$ cat src/rtl/cs_pkg.sv
package cs_pkg;
    localparam int WS_W        = 4;
    localparam int CTL_WS_LSB  = 10;
    localparam int CTL_AA_BIT  = 8;
    localparam int CTL_BR_BIT  = 4;
    localparam int CTL_BW_BIT  = 3;

    typedef struct packed {
        logic [WS_W-1:0] ws;
        logic            aa;
        logic            br;
        logic            bw;
    } cs_ctl_t;
endpackage

$ cat src/rtl/cs_regs.sv
module cs_regs
    import cs_pkg::*;
#(
    parameter int NUM_CS     = 8,
    parameter int ADDR_W     = 32,
    parameter int TAG_LSB    = 16,
    parameter int REG_AW     = 8,
    parameter int BLOCK_BASE = 'h080,
    parameter int STRIDE     = 'h00C,
    parameter int MASK_OFS   = 'h004,
    parameter int CTL_OFS    = 'h00A
) (
    input  logic                              clk,
    input  logic                              rst_n,
    input  logic                              reg_wr,
    input  logic [REG_AW-1:0]                 reg_addr,
    input  logic [ADDR_W-1:0]                 reg_wdata,
    output logic [ADDR_W-1:0]                 reg_rdata,
    output logic [NUM_CS-1:0][ADDR_W-TAG_LSB-1:0] base_o,
    output logic [NUM_CS-1:0][ADDR_W-TAG_LSB-1:0] mask_o,
    output logic [NUM_CS-1:0]                 valid_o,
    output cs_ctl_t [NUM_CS-1:0]              ctl_o
);
    localparam int TAG_W = ADDR_W - TAG_LSB;

    typedef struct packed {
        logic [NUM_CS-1:0][TAG_W-1:0] base;
        logic [NUM_CS-1:0][TAG_W-1:0] mask;
        logic [NUM_CS-1:0]            valid;
        cs_ctl_t [NUM_CS-1:0]         ctl;
    } regs_t;

    regs_t r_d, r_q;
    logic  unused_wdata;

    assign unused_wdata = ^reg_wdata;

    always_comb begin
        r_d       = r_q;
        reg_rdata = '0;
        for (int i = 0; i < NUM_CS; i++) begin
            if (reg_addr == REG_AW'(BLOCK_BASE + STRIDE * i)) begin
                reg_rdata = {r_q.base[i], {TAG_LSB{1'b0}}};
                if (reg_wr) r_d.base[i] = reg_wdata[ADDR_W-1:TAG_LSB];
            end
            if (reg_addr == REG_AW'(BLOCK_BASE + STRIDE * i + MASK_OFS)) begin
                reg_rdata    = {r_q.mask[i], {TAG_LSB{1'b0}}};
                reg_rdata[0] = r_q.valid[i];
                if (reg_wr) begin
                    r_d.mask[i]  = reg_wdata[ADDR_W-1:TAG_LSB];
                    r_d.valid[i] = reg_wdata[0];
                end
            end
            if (reg_addr == REG_AW'(BLOCK_BASE + STRIDE * i + CTL_OFS)) begin
                reg_rdata[CTL_WS_LSB +: WS_W] = r_q.ctl[i].ws;
                reg_rdata[CTL_AA_BIT]         = r_q.ctl[i].aa;
                reg_rdata[CTL_BR_BIT]         = r_q.ctl[i].br;
                reg_rdata[CTL_BW_BIT]         = r_q.ctl[i].bw;
                if (reg_wr) begin
                    r_d.ctl[i].ws = reg_wdata[CTL_WS_LSB +: WS_W];
                    r_d.ctl[i].aa = reg_wdata[CTL_AA_BIT];
                    r_d.ctl[i].br = reg_wdata[CTL_BR_BIT];
                    r_d.ctl[i].bw = reg_wdata[CTL_BW_BIT];
                end
            end
        end
    end

    always_ff @(posedge clk or negedge rst_n) begin
        if (!rst_n) r_q <= '0;
        else        r_q <= r_d;
    end

    assign base_o  = r_q.base;
    assign mask_o  = r_q.mask;
    assign valid_o = r_q.valid;
    assign ctl_o   = r_q.ctl;
endmodule

$ cat src/rtl/cs_match.sv
module cs_match #(
    parameter int NUM_CS = 8,
    parameter int TAG_W  = 16
) (
    input  logic [TAG_W-1:0]              addr_tag,
    input  logic [NUM_CS-1:0][TAG_W-1:0]  base,
    input  logic [NUM_CS-1:0][TAG_W-1:0]  mask,
    input  logic [NUM_CS-1:0]             valid,
    output logic [NUM_CS-1:0]             hit_sel,
    output logic                          hit_any
);
    logic [NUM_CS-1:0] raw;

    for (genvar g = 0; g < NUM_CS; g++) begin : g_cmp
        assign raw[g] = valid[g] && ((addr_tag & ~mask[g]) == (base[g] & ~mask[g]));
    end

    // isolate the lowest set bit: lowest channel number has priority
    assign hit_sel = raw & (~raw + 1'b1);
    assign hit_any = |raw;
endmodule

$ cat src/rtl/cs_term.sv
module cs_term
    import cs_pkg::*;
#(
    parameter int NUM_CS = 8,
    parameter int ADDR_W = 32,
    parameter int BEAT_W = 2,
    parameter int STEP   = 4
) (
    input  logic                 clk,
    input  logic                 rst_n,
    input  logic                 start,
    input  logic [NUM_CS-1:0]    hit_sel,
    input  logic                 hit_any,
    input  cs_ctl_t [NUM_CS-1:0] ctl,
    input  logic [ADDR_W-1:0]    bus_addr,
    input  logic                 bus_write,
    input  logic [BEAT_W-1:0]    beats_m1,
    input  logic                 ext_ack,
    output logic [NUM_CS-1:0]    cs_sel,
    output logic [ADDR_W-1:0]    cs_addr,
    output logic                 ta_int,
    output logic                 beat_end,
    output logic                 busy
);
    typedef struct packed {
        logic              busy;
        logic [NUM_CS-1:0] sel;
        logic [ADDR_W-1:0] addr;
        logic [BEAT_W-1:0] left;
        logic [WS_W-1:0]   cnt;
        logic [WS_W-1:0]   ws;
        logic              aa;
    } st_t;

    st_t     s_d, s_q;
    cs_ctl_t pick;
    logic    burst_ok;

    always_comb begin
        s_d  = s_q;
        pick = '0;
        for (int i = 0; i < NUM_CS; i++) begin
            if (hit_sel[i]) pick = ctl[i];
        end
        burst_ok = bus_write ? pick.bw : pick.br;
        ta_int   = s_q.busy && s_q.aa && (s_q.cnt == s_q.ws);
        beat_end = s_q.busy && (ta_int || ext_ack);

        if (!s_q.busy) begin
            if (start && hit_any) begin
                s_d.busy = 1'b1;
                s_d.sel  = hit_sel;
                s_d.addr = bus_addr;
                s_d.left = burst_ok ? beats_m1 : '0;
                s_d.cnt  = '0;
                s_d.ws   = pick.ws;
                s_d.aa   = pick.aa;
            end
        end else if (beat_end) begin
            s_d.cnt = '0;
            if (s_q.left == '0) begin
                s_d.busy = 1'b0;
                s_d.sel  = '0;
            end else begin
                s_d.left = s_q.left - 1'b1;
                s_d.addr = s_q.addr + ADDR_W'(STEP);
            end
        end else if (s_q.cnt != '1) begin
            s_d.cnt = s_q.cnt + 1'b1;
        end
    end

    always_ff @(posedge clk or negedge rst_n) begin
        if (!rst_n) s_q <= '0;
        else        s_q <= s_d;
    end

    assign cs_sel  = s_q.sel;
    assign cs_addr = s_q.addr;
    assign busy    = s_q.busy;
endmodule

$ cat src/rtl/cs_decoder.sv
module cs_decoder
    import cs_pkg::*;
#(
    parameter int NUM_CS  = 8,
    parameter int ADDR_W  = 32,
    parameter int TAG_LSB = 16,
    parameter int REG_AW  = 8,
    parameter int BEAT_W  = 2,
    parameter int STEP    = 4
) (
    input  logic              clk,
    input  logic              rst_n,
    input  logic              reg_wr,
    input  logic [REG_AW-1:0] reg_addr,
    input  logic [ADDR_W-1:0] reg_wdata,
    output logic [ADDR_W-1:0] reg_rdata,
    input  logic              bus_start,
    input  logic [ADDR_W-1:0] bus_addr,
    input  logic              bus_write,
    input  logic [BEAT_W-1:0] bus_beats_m1,
    input  logic              ext_ack,
    output logic [NUM_CS-1:0] cs_sel,
    output logic [ADDR_W-1:0] cs_addr,
    output logic              ta_int,
    output logic              beat_end,
    output logic              busy
);
    localparam int TAG_W = ADDR_W - TAG_LSB;

    logic [NUM_CS-1:0][TAG_W-1:0] base, mask;
    logic [NUM_CS-1:0]            valid;
    cs_ctl_t [NUM_CS-1:0]         ctl;
    logic [NUM_CS-1:0]            hit_sel;
    logic                         hit_any;

    cs_regs #(
        .NUM_CS(NUM_CS), .ADDR_W(ADDR_W), .TAG_LSB(TAG_LSB), .REG_AW(REG_AW)
    ) u_regs (
        .clk(clk), .rst_n(rst_n), .reg_wr(reg_wr), .reg_addr(reg_addr),
        .reg_wdata(reg_wdata), .reg_rdata(reg_rdata),
        .base_o(base), .mask_o(mask), .valid_o(valid), .ctl_o(ctl)
    );

    cs_match #(.NUM_CS(NUM_CS), .TAG_W(TAG_W)) u_match (
        .addr_tag(bus_addr[ADDR_W-1:TAG_LSB]), .base(base), .mask(mask),
        .valid(valid), .hit_sel(hit_sel), .hit_any(hit_any)
    );

    cs_term #(
        .NUM_CS(NUM_CS), .ADDR_W(ADDR_W), .BEAT_W(BEAT_W), .STEP(STEP)
    ) u_term (
        .clk(clk), .rst_n(rst_n), .start(bus_start), .hit_sel(hit_sel),
        .hit_any(hit_any), .ctl(ctl), .bus_addr(bus_addr), .bus_write(bus_write),
        .beats_m1(bus_beats_m1), .ext_ack(ext_ack), .cs_sel(cs_sel),
        .cs_addr(cs_addr), .ta_int(ta_int), .beat_end(beat_end), .busy(busy)
    );
endmodule

$ cat config.mk
export PLATFORM = sky130hd
export DESIGN_NAME = cs_decoder
export DESIGN_NICKNAME = d
export VERILOG_FILES = /design/src/rtl/cs_pkg.sv /design/src/rtl/cs_regs.sv /design/src/rtl/cs_match.sv /design/src/rtl/cs_term.sv /design/src/rtl/cs_decoder.sv
export SDC_FILE = /design/constraint.sdc
export NUM_CORES = 1
export LEC_CHECK = 0
export BUFFER_PORTS_ARGS = -buffer_cell sky130_fd_sc_hd__buf_2
export CAP_MARGIN = 5
export CORE_MARGIN = 2
export CORE_UTILIZATION = 45
export CTS_BUF_LIST = sky130_fd_sc_hd__clkbuf_4 sky130_fd_sc_hd__clkbuf_8
export DETAILED_ROUTE_END_ITERATION = 10
export GPL_TIMING_DRIVEN = 0
export PLACE_DENSITY_LB_ADDON = 0.15
export SLEW_MARGIN = 10
export SYNTH_ARGS = -nofsm -noshare
export SYNTH_HDL_FRONTEND = slang
export SYNTH_SLANG_ARGS = --single-unit
$ cat constraint.sdc
create_clock -name clk -period 5.5 [get_ports clk]
set_input_delay 0 -clock clk [delete_from_list [all_inputs] [get_ports clk]]
set_output_delay 0 -clock clk [all_outputs]
set_load 0.05 [all_outputs]
==> out/metrics.csv, run 1 <==
metric,value,unit
routed_wl,71600,um
worst_slew_pin_slew,1.36,ns
num_rows,76,
drv_cap,0,
ys_seq_area_share,47.2,%
seq_power_share,46.7,%
core_area,43200,um^2
ir_drop,0.000273,V
ios,155,
p_clk_share,44.2,%
wl_met3,5580,um
fmax,232,MHz
die_h,213,um
wl_met1,29100,um
cp_num_buf_inv,3,
ys_ff_latch,372,
fin_util,54.2,%
overflow,0,
cts_setup_buffers,0,
clock_sink_count,372,
grt.total_usage,31.7,%
grt_setup_unrepaired,false,
path_cells,xnor2_1 > o22ai_1 > nor4_1 > o2111ai_1 > nand3_1 > o31a_1 > buf_2 > nor2_4 > buf_2 > a21oi_1 > o31ai_1 > dlygate4sd3_1,
avgViaCountPerCell,6.14,
p_sw,1670,uW
synth_flop_cell,dfrtp_1,
crit_type,reg -> reg,
root_buffer,clkbuf_8,
grt_max_degree,106,
status,completed,
yosysTopAreaCell,dfrtp_1,
yosysMostFrequentCell,dfrtp_1,
area_growth,18.6,%
die_w,213,um
syn_inst,1765,
ant_nets,0,
p_per_area,272,nW/um^2
skew,0.0333,ns
clkLatencyLatePin,0.66,ns
vias,16422,
cp_slowest_cell,o2111ai_1,
grt_pass1_wl,105000,um
globalplace.congestion,0.978,
antenna_found_initial,3,
internal_power,4700,uW
grt_pass1_vias,16353,
synth.avg_cell_area,11.2,um^2
slowest_delay,0.72,ns
first_pass_iters,6,
drive_gt1_share,32.0,%
cp_top_family,compound AO/OA/AOI/OAI gates,
nNetsFinal,2119,
die_area,45500,um^2
critPathMaxFanout,10,
path_common_cell,buf_2,
combPwrFrac,9.1,%
register_area,9310,um^2
multi_input_area,9580,um^2
fin_total_pwr,6370,uW
synthArstFlopShare,100,%
port_buffers,120,
drc,0,
fin_crit,4.31,ns
drt_iter0_drc,1764,
synth_area_leaders,"dfrtp_1, mux2_2, xnor2_1, a22oi_1, nand2_1",
period_share,78.3,%
wl_per_cell,26.8,um
ys_warn_count,0,
syn_area,19700,um^2
dp_hpwl,52700,um
start_util,45.7,%
leakagePower,0.0109,uW
setup_ws,1.19,ns
fill_cells,3980,
critPathCaptureType,flop,
cts_tree,yes,
h-tree-depth,3,
synthTopCellsByCount,"dfrtp_1, mux2_2, nand2_1",
holdBufCountCts,65,
routed-wl-met2,33400,um
yosysUniqueCellTypes,71,
post-place-ws,1.61,ns
critPathArrivalTime,4.81,ns
clock_path_buffers,3,
hold_depth,3,
cp.depth,12,
reg2regPathDepth,12,
highest_layer,met4,
setup_viol,0,
cts_buffers,69,
path_clk_slew,0.06,ns
relSlewSlack,8.37,%
switching_share,26.2,%
synth_edf_count,0,
slew_violations,0,
cts_resized,0,
yosysTopAreaCellShare,47.2,%
worstHoldPathType,in -> reg,
hold_viol_final,0,
cp.required,6.01,ns
critPathLaunchType,flop,
-- area by class of cell --
type	count	area share, %
clock inverters	9	0.241
repair buffers	193	6.05
diodes	5	0.0535
clock buffers	110	5.94
inverters	15	0.241
multi-input cells	1237	41.0
well taps	585	3.13
plain buffers	148	3.60
flip-flops and latches	372	39.8
-- power groups by stage --
stage | logic (uW) | registers [uW] | clock network, uW
after floorplan | 313 | 2970 | 0
after global placement | 512 | 3010 | 0
after detailed placement | 532 | 3010 | 0
after CTS | 573 | 2970 | 2850
after global routing | 616 | 2980 | 2980
final | 578 | 2970 | 2820
-- worst register-to-register path, delay by kind of cell (launching register included) --
| family | cells | cell delay [ns] |
|---|---|---|
| AOI/OAI and AO/OA | 5 | 1.29 |
| and+or+nand+nor | 3 | 1.13 |
| buffers and inverters | 3 | 1.04 |
| DFF | 1 | 0.41 |
| xor gates and xnor gates | 1 | 0.31 |
-- cell families (layout without fill, tap and decap cells) --
| kind of cell | count (synthesis) | after routing | synth area share (%) |
|---|---|---|---|
| buffers and inverters | 163 | 475 | 4.56 |
| multiplexers | 339 | 339 | 19.2 |
| adder cells (fa/ha/maj) | 3 | 3 | 0.190 |
| AND/OR/NAND/NOR | 350 | 350 | 8.48 |
| XOR/XNOR | 139 | 139 | 6.17 |
| flip-flops | 372 | 372 | 47.2 |
| other | 1 | 13 | 0.0190 |
| AO/OA/AOI/OAI | 398 | 398 | 14.1 |
-- path summary, 6_finish.rpt --
check,to,slack (ns),from
min in group asynchronous,u_term.cs_addr[14],0.51,rst_n
max in group asynchronous,u_regs.mask_o[64],4.27,rst_n
min reg2reg,u_term.cs_sel[7],0.47,u_term.cs_sel[7]
max,u_term.s_q[9],1.19,u_regs.base_o[88]
max reg2reg,u_term.s_q[9],1.19,u_regs.base_o[88]
min,u_regs.mask_o[35],0.09,reg_wr
-- per-stage QoR --
step	cells	area [um^2]	TNS, ns	hold slack (ns)
floorplan	1772	19700	0	-0.296
finish	2674	23400	0	0.0908
global placement	2477	21100	-1114.92	0.202
global route	2670	23400	0	0.0923
detailed placement	2485	21300	0	-0.0344
CTS	2669	23400	0	0.0439
-- registers in the layout, summed over array words and instances, names as in the netlist --
register,count
u_term.busy,1
u_regs.mask_o,128
u_regs.ctl_o,56
u_regs.base_o,128
u_regs.valid_o,8
u_term.cs_addr,32
u_term.s_q,11
u_term.cs_sel,8
-- layout by cell type, fill, tap and decap left out, types with 49 or more instances in the layout --
master           n
dfrtp_1        372
mux2_2         321
nand2_1        137
xnor2_1        134
buf_2          127
clkbuf_8        90
a22oi_1         77
o21ai_0         74
clkbuf_1        73
nor2_1          73
dlygate4sd3_1   64
buf_4           63
o22ai_1         61
a21oi_1         49
-- per-layer routing --
metal / GRT usage, % / vias to the layer above
met5: 0 / -
met4: 16.4 / 0
met3: 6.53 / 195
met2: 50.6 / 855
met1: 40.9 / 8298
li1: - / 7074
Power figures use the tool's default switching activity.
==> run 2, diff against run 1 <==
--- a/config.mk
+++ b/config.mk
@@ -5,6 +5,7 @@
 export SDC_FILE = /design/constraint.sdc
 export NUM_CORES = 1
 export LEC_CHECK = 0
+export ABC_AREA = 1
 export BUFFER_PORTS_ARGS = -buffer_cell sky130_fd_sc_hd__buf_2
 export CAP_MARGIN = 5
 export CORE_MARGIN = 2
==> constraint.sdc (replaced) <==
create_clock -name clk -period 4.04 [get_ports clk]
set_input_delay 0 -clock clk [delete_from_list [all_inputs] [get_ports clk]]
set_output_delay 0 -clock clk [all_outputs]
set_load 0.05 [all_outputs]
==> out/metrics.csv, run 2 <==
metric,value,unit,change
status,completed,,
fmax,255,MHz,
reg2reg_from,u_regs.base_o[59],,
yosysMostFrequentCell,nand2_1,,
ios,155,,unchanged
drc,0,,unchanged
grt_max_degree,109,,+2.8%
p_per_area,356,nW/um^2,+31%
drive_gt1_share,13.0,%,-19 points
grt_pass1_vias,19945,,+22%
synthMuxAreaShare,1.07,%,-18 points
yosysTopAreaCellShare,44.6,%,-2.6 points
worst_slew_pin_slew,1.10,ns,-0.264 ns
min_from,reg_addr[1],,
cts_resized,0,,unchanged
skew,0.0325,ns,-0.000782 ns
die_area,48100,um^2,+5.7%
critPathArrivalTime,3.92,ns,-0.89 ns
setup_viol,0,,unchanged
critPathMaxFanout,10,,unchanged
grt_setup_unrepaired,false,,
cts_buffers,69,,unchanged
slew_violations,0,,unchanged
vias,20574,,+25%
die_w,219,um,+2.8%
die_h,219,um,+2.8%
grt_pass1_wl,113000,um,+7.5%
h-tree-depth,3,,unchanged
clock_path_buffers,3,,unchanged
overflow,0,,unchanged
final_cells,3782,,+41%
synth_edf_count,0,,unchanged
yosysTopAreaCell,dfrtp_1,,
yosys.area_share.simple,27.9,%,+19 points
ant_nets,0,,unchanged
core_area,45600,um^2,+5.6%
syn_inst,2835,,+61%
clock_sink_count,372,,unchanged
first_pass_iters,6,,unchanged
worstHoldPathType,in -> reg,,
cp.required,4.04,ns,-1.97 ns
drt_iter0_drc,2060,,+17%
fill_cells,4405,,+11%
port_buffers,129,,+7.5%
path_clk_slew,0.05,ns,about the same
synthAdderAreaFrac,0.180,%,-0.010 points
cts_tree,yes,,
crit_type,in -> out,,
final_cell_mix,"nand2_1, dfrtp_1, o21ai_0, inv_1, nor2_1",,
grt.total_usage,31.2,%,-0.46 points
fin_util,54.3,%,+0.092 points
synth_top_family_by_area,simple AND/OR/NAND/NOR gates,,
synth.avg_cell_area,7.36,um^2,-34%
slowest_delay,0.85,ns,+0.13 ns
drv_cap,0,,unchanged
synthArstFlopShare,100,%,unchanged
critPathLaunchType,primary input,,
globalplace.congestion,0.997,,+1.9%
synth_flop_cell,dfrtp_1,,
synth-compound-area-share,15.2,%,+1.0 points
wl_per_cell,19.6,um,-27%
dp_hpwl,57000,um,+8.3%
synthTopCellsByCount,"nand2_1, dfrtp_1, o21ai_0",,
cp_slowest_cell,nor4_1,,
root_buffer,clkbuf_8,,
startpoint,reg_addr[4],,
num_rows,78,,+2.6%
ys_ff_latch,372,,unchanged
ir_drop,0.000333,V,+22%
leakagePower,0.0115,uW,+5.6%
routed_wl,74100,um,+3.5%
hold_viol_final,0,,unchanged
setup_tns,0,ns,unchanged
clkLatencyLatePin,0.66,ns,about the same
layout_commonest_cell,nand2_1,,
avgViaCountPerCell,5.44,,-11%
critPathCaptureType,output pin,,
fin_crit,3.92,ns,
synth_area_leaders,"dfrtp_1, nand2_1, o21ai_0, inv_1, nor2_1",,
cp_num_buf_inv,5,,+2
yosysUniqueCellTypes,56,,-21%
path_cells,dlygate4sd3_1 > buf_2 > nor4_1 > inv_1 > nor2_1 > clkbuf_1 > a221oi_1 > nand4_1 > nand2_1 > nand2_1 > buf_2,,
nNetsFinal,3217,,+52%
syn_area,20900,um^2,+5.8%
ys_warn_count,0,,unchanged
area_growth,18.6,%,about the same
synth-xor-area-share,0.798,%,-5.4 points
start_util,45.8,%,+0.094 points
cp_top_family,simple AND/OR/NAND/NOR gates,,
placedCellCount,3574,,+44%
antenna_found_initial,2,,-1
period_share,97.0,%,
ys_seq_area_share,44.6,%,-2.6 points
relSlewSlack,26.0,%,+18 points
-- run 2: power by group --
| group | switching [uW] | total, uW | internal (uW) | leakage [uW] |
|---|---|---|---|---|
| registers | 140 | 4050 | 3910 | 0.00493 |
| logic | 605 | 906 | 301 | 0.00583 |
| clock network | 1690 | 3860 | 2180 | 0.000755 |
| total | 2430 | 8820 | 6390 | 0.0115 |
-- run 2: what timing repair did --
item / CTS / global route
hold endpoints to repair: 497 / 0
buffers inserted: 0 / 0
setup endpoints to repair: 0 / 0
hold buffers: 89 / 0
-- run 2: logic make-up after synthesis --
family | count (synthesis)
adder cells (fa/ha/maj) | 3
AND/OR/NAND/NOR | 1378
other | 1
multiplexers | 20
flip-flops | 372
buffers and inverters | 476
XOR/XNOR | 19
AO/OA/AOI/OAI | 566
-- run 2: final cells by class --
class / instances / area, um^2 / area share, %
multi-input cells: 1994 / 9450 / 38.2
flip-flops and latches: 372 / 9310 / 37.6
repair buffers: 221 / 1650 / 6.66
clock buffers: 110 / 1400 / 5.64
inverters: 310 / 1180 / 4.78
plain buffers: 166 / 947 / 3.83
well taps: 600 / 751 / 3.03
clock inverters: 8 / 56.3 / 0.228
diodes: 1 / 2.50 / 0.0101
-- run 2: final timing paths --
kind | endpoint | depth (start not counted) | slack [ns]
worst max register to register | u_term.s_q[10] | 18 | 0.50
worst min-delay path | u_regs.ctl_o[15] | 7 | 0.10
min in group asynchronous | u_term.cs_addr[29] | 4 | 0.55
max in group asynchronous | u_regs.mask_o[113] | 5 | 2.54
worst min register to register | u_regs.mask_o[126] | 2 | 0.49
worst max-delay path | reg_rdata[28] | 11 | 0.12
-- run 2: worst register-to-register path, stage by stage (launching register included) --
cell,delay (ns)
dfrtp_1,0.40
inv_1,0.08
nand2_1,0.05
nand3_1,0.08
nand2_1,0.07
nor2_1,0.20
nand3_1,0.16
nor2_2,0.34
inv_1,0.14
nand2_2,0.10
nor2_4,0.06
nand4_4,0.08
nand3_4,0.12
buf_6,0.17
nor2_1,0.08
dlygate4sd3_1,0.55
nand3_1,0.07
dlygate4sd3_1,0.56
a21oi_1,0.13
-- run 2: metrics by stage --
stage,instance area (um^2),total power (uW),hold WS (ns),worst slack (ns)
floorplan,20900,4580,-0.296,0.959
global placement,22300,4910,0.200,-4.60
detailed placement,22400,4950,0.0212,0.842
CTS,24700,8860,0.0438,0.292
global route,24700,9150,0.108,0.00308
finish,24700,8820,0.100,0.120
-- run 2: per-layer routing --
metal | global-route usage (%) | share of wire (%)
met2 | 52.7 | 48
met5 | 0 | 0
met1 | 39.2 | 40
met3 | 5.00 | 6.6
met4 | 14.7 | 5.0
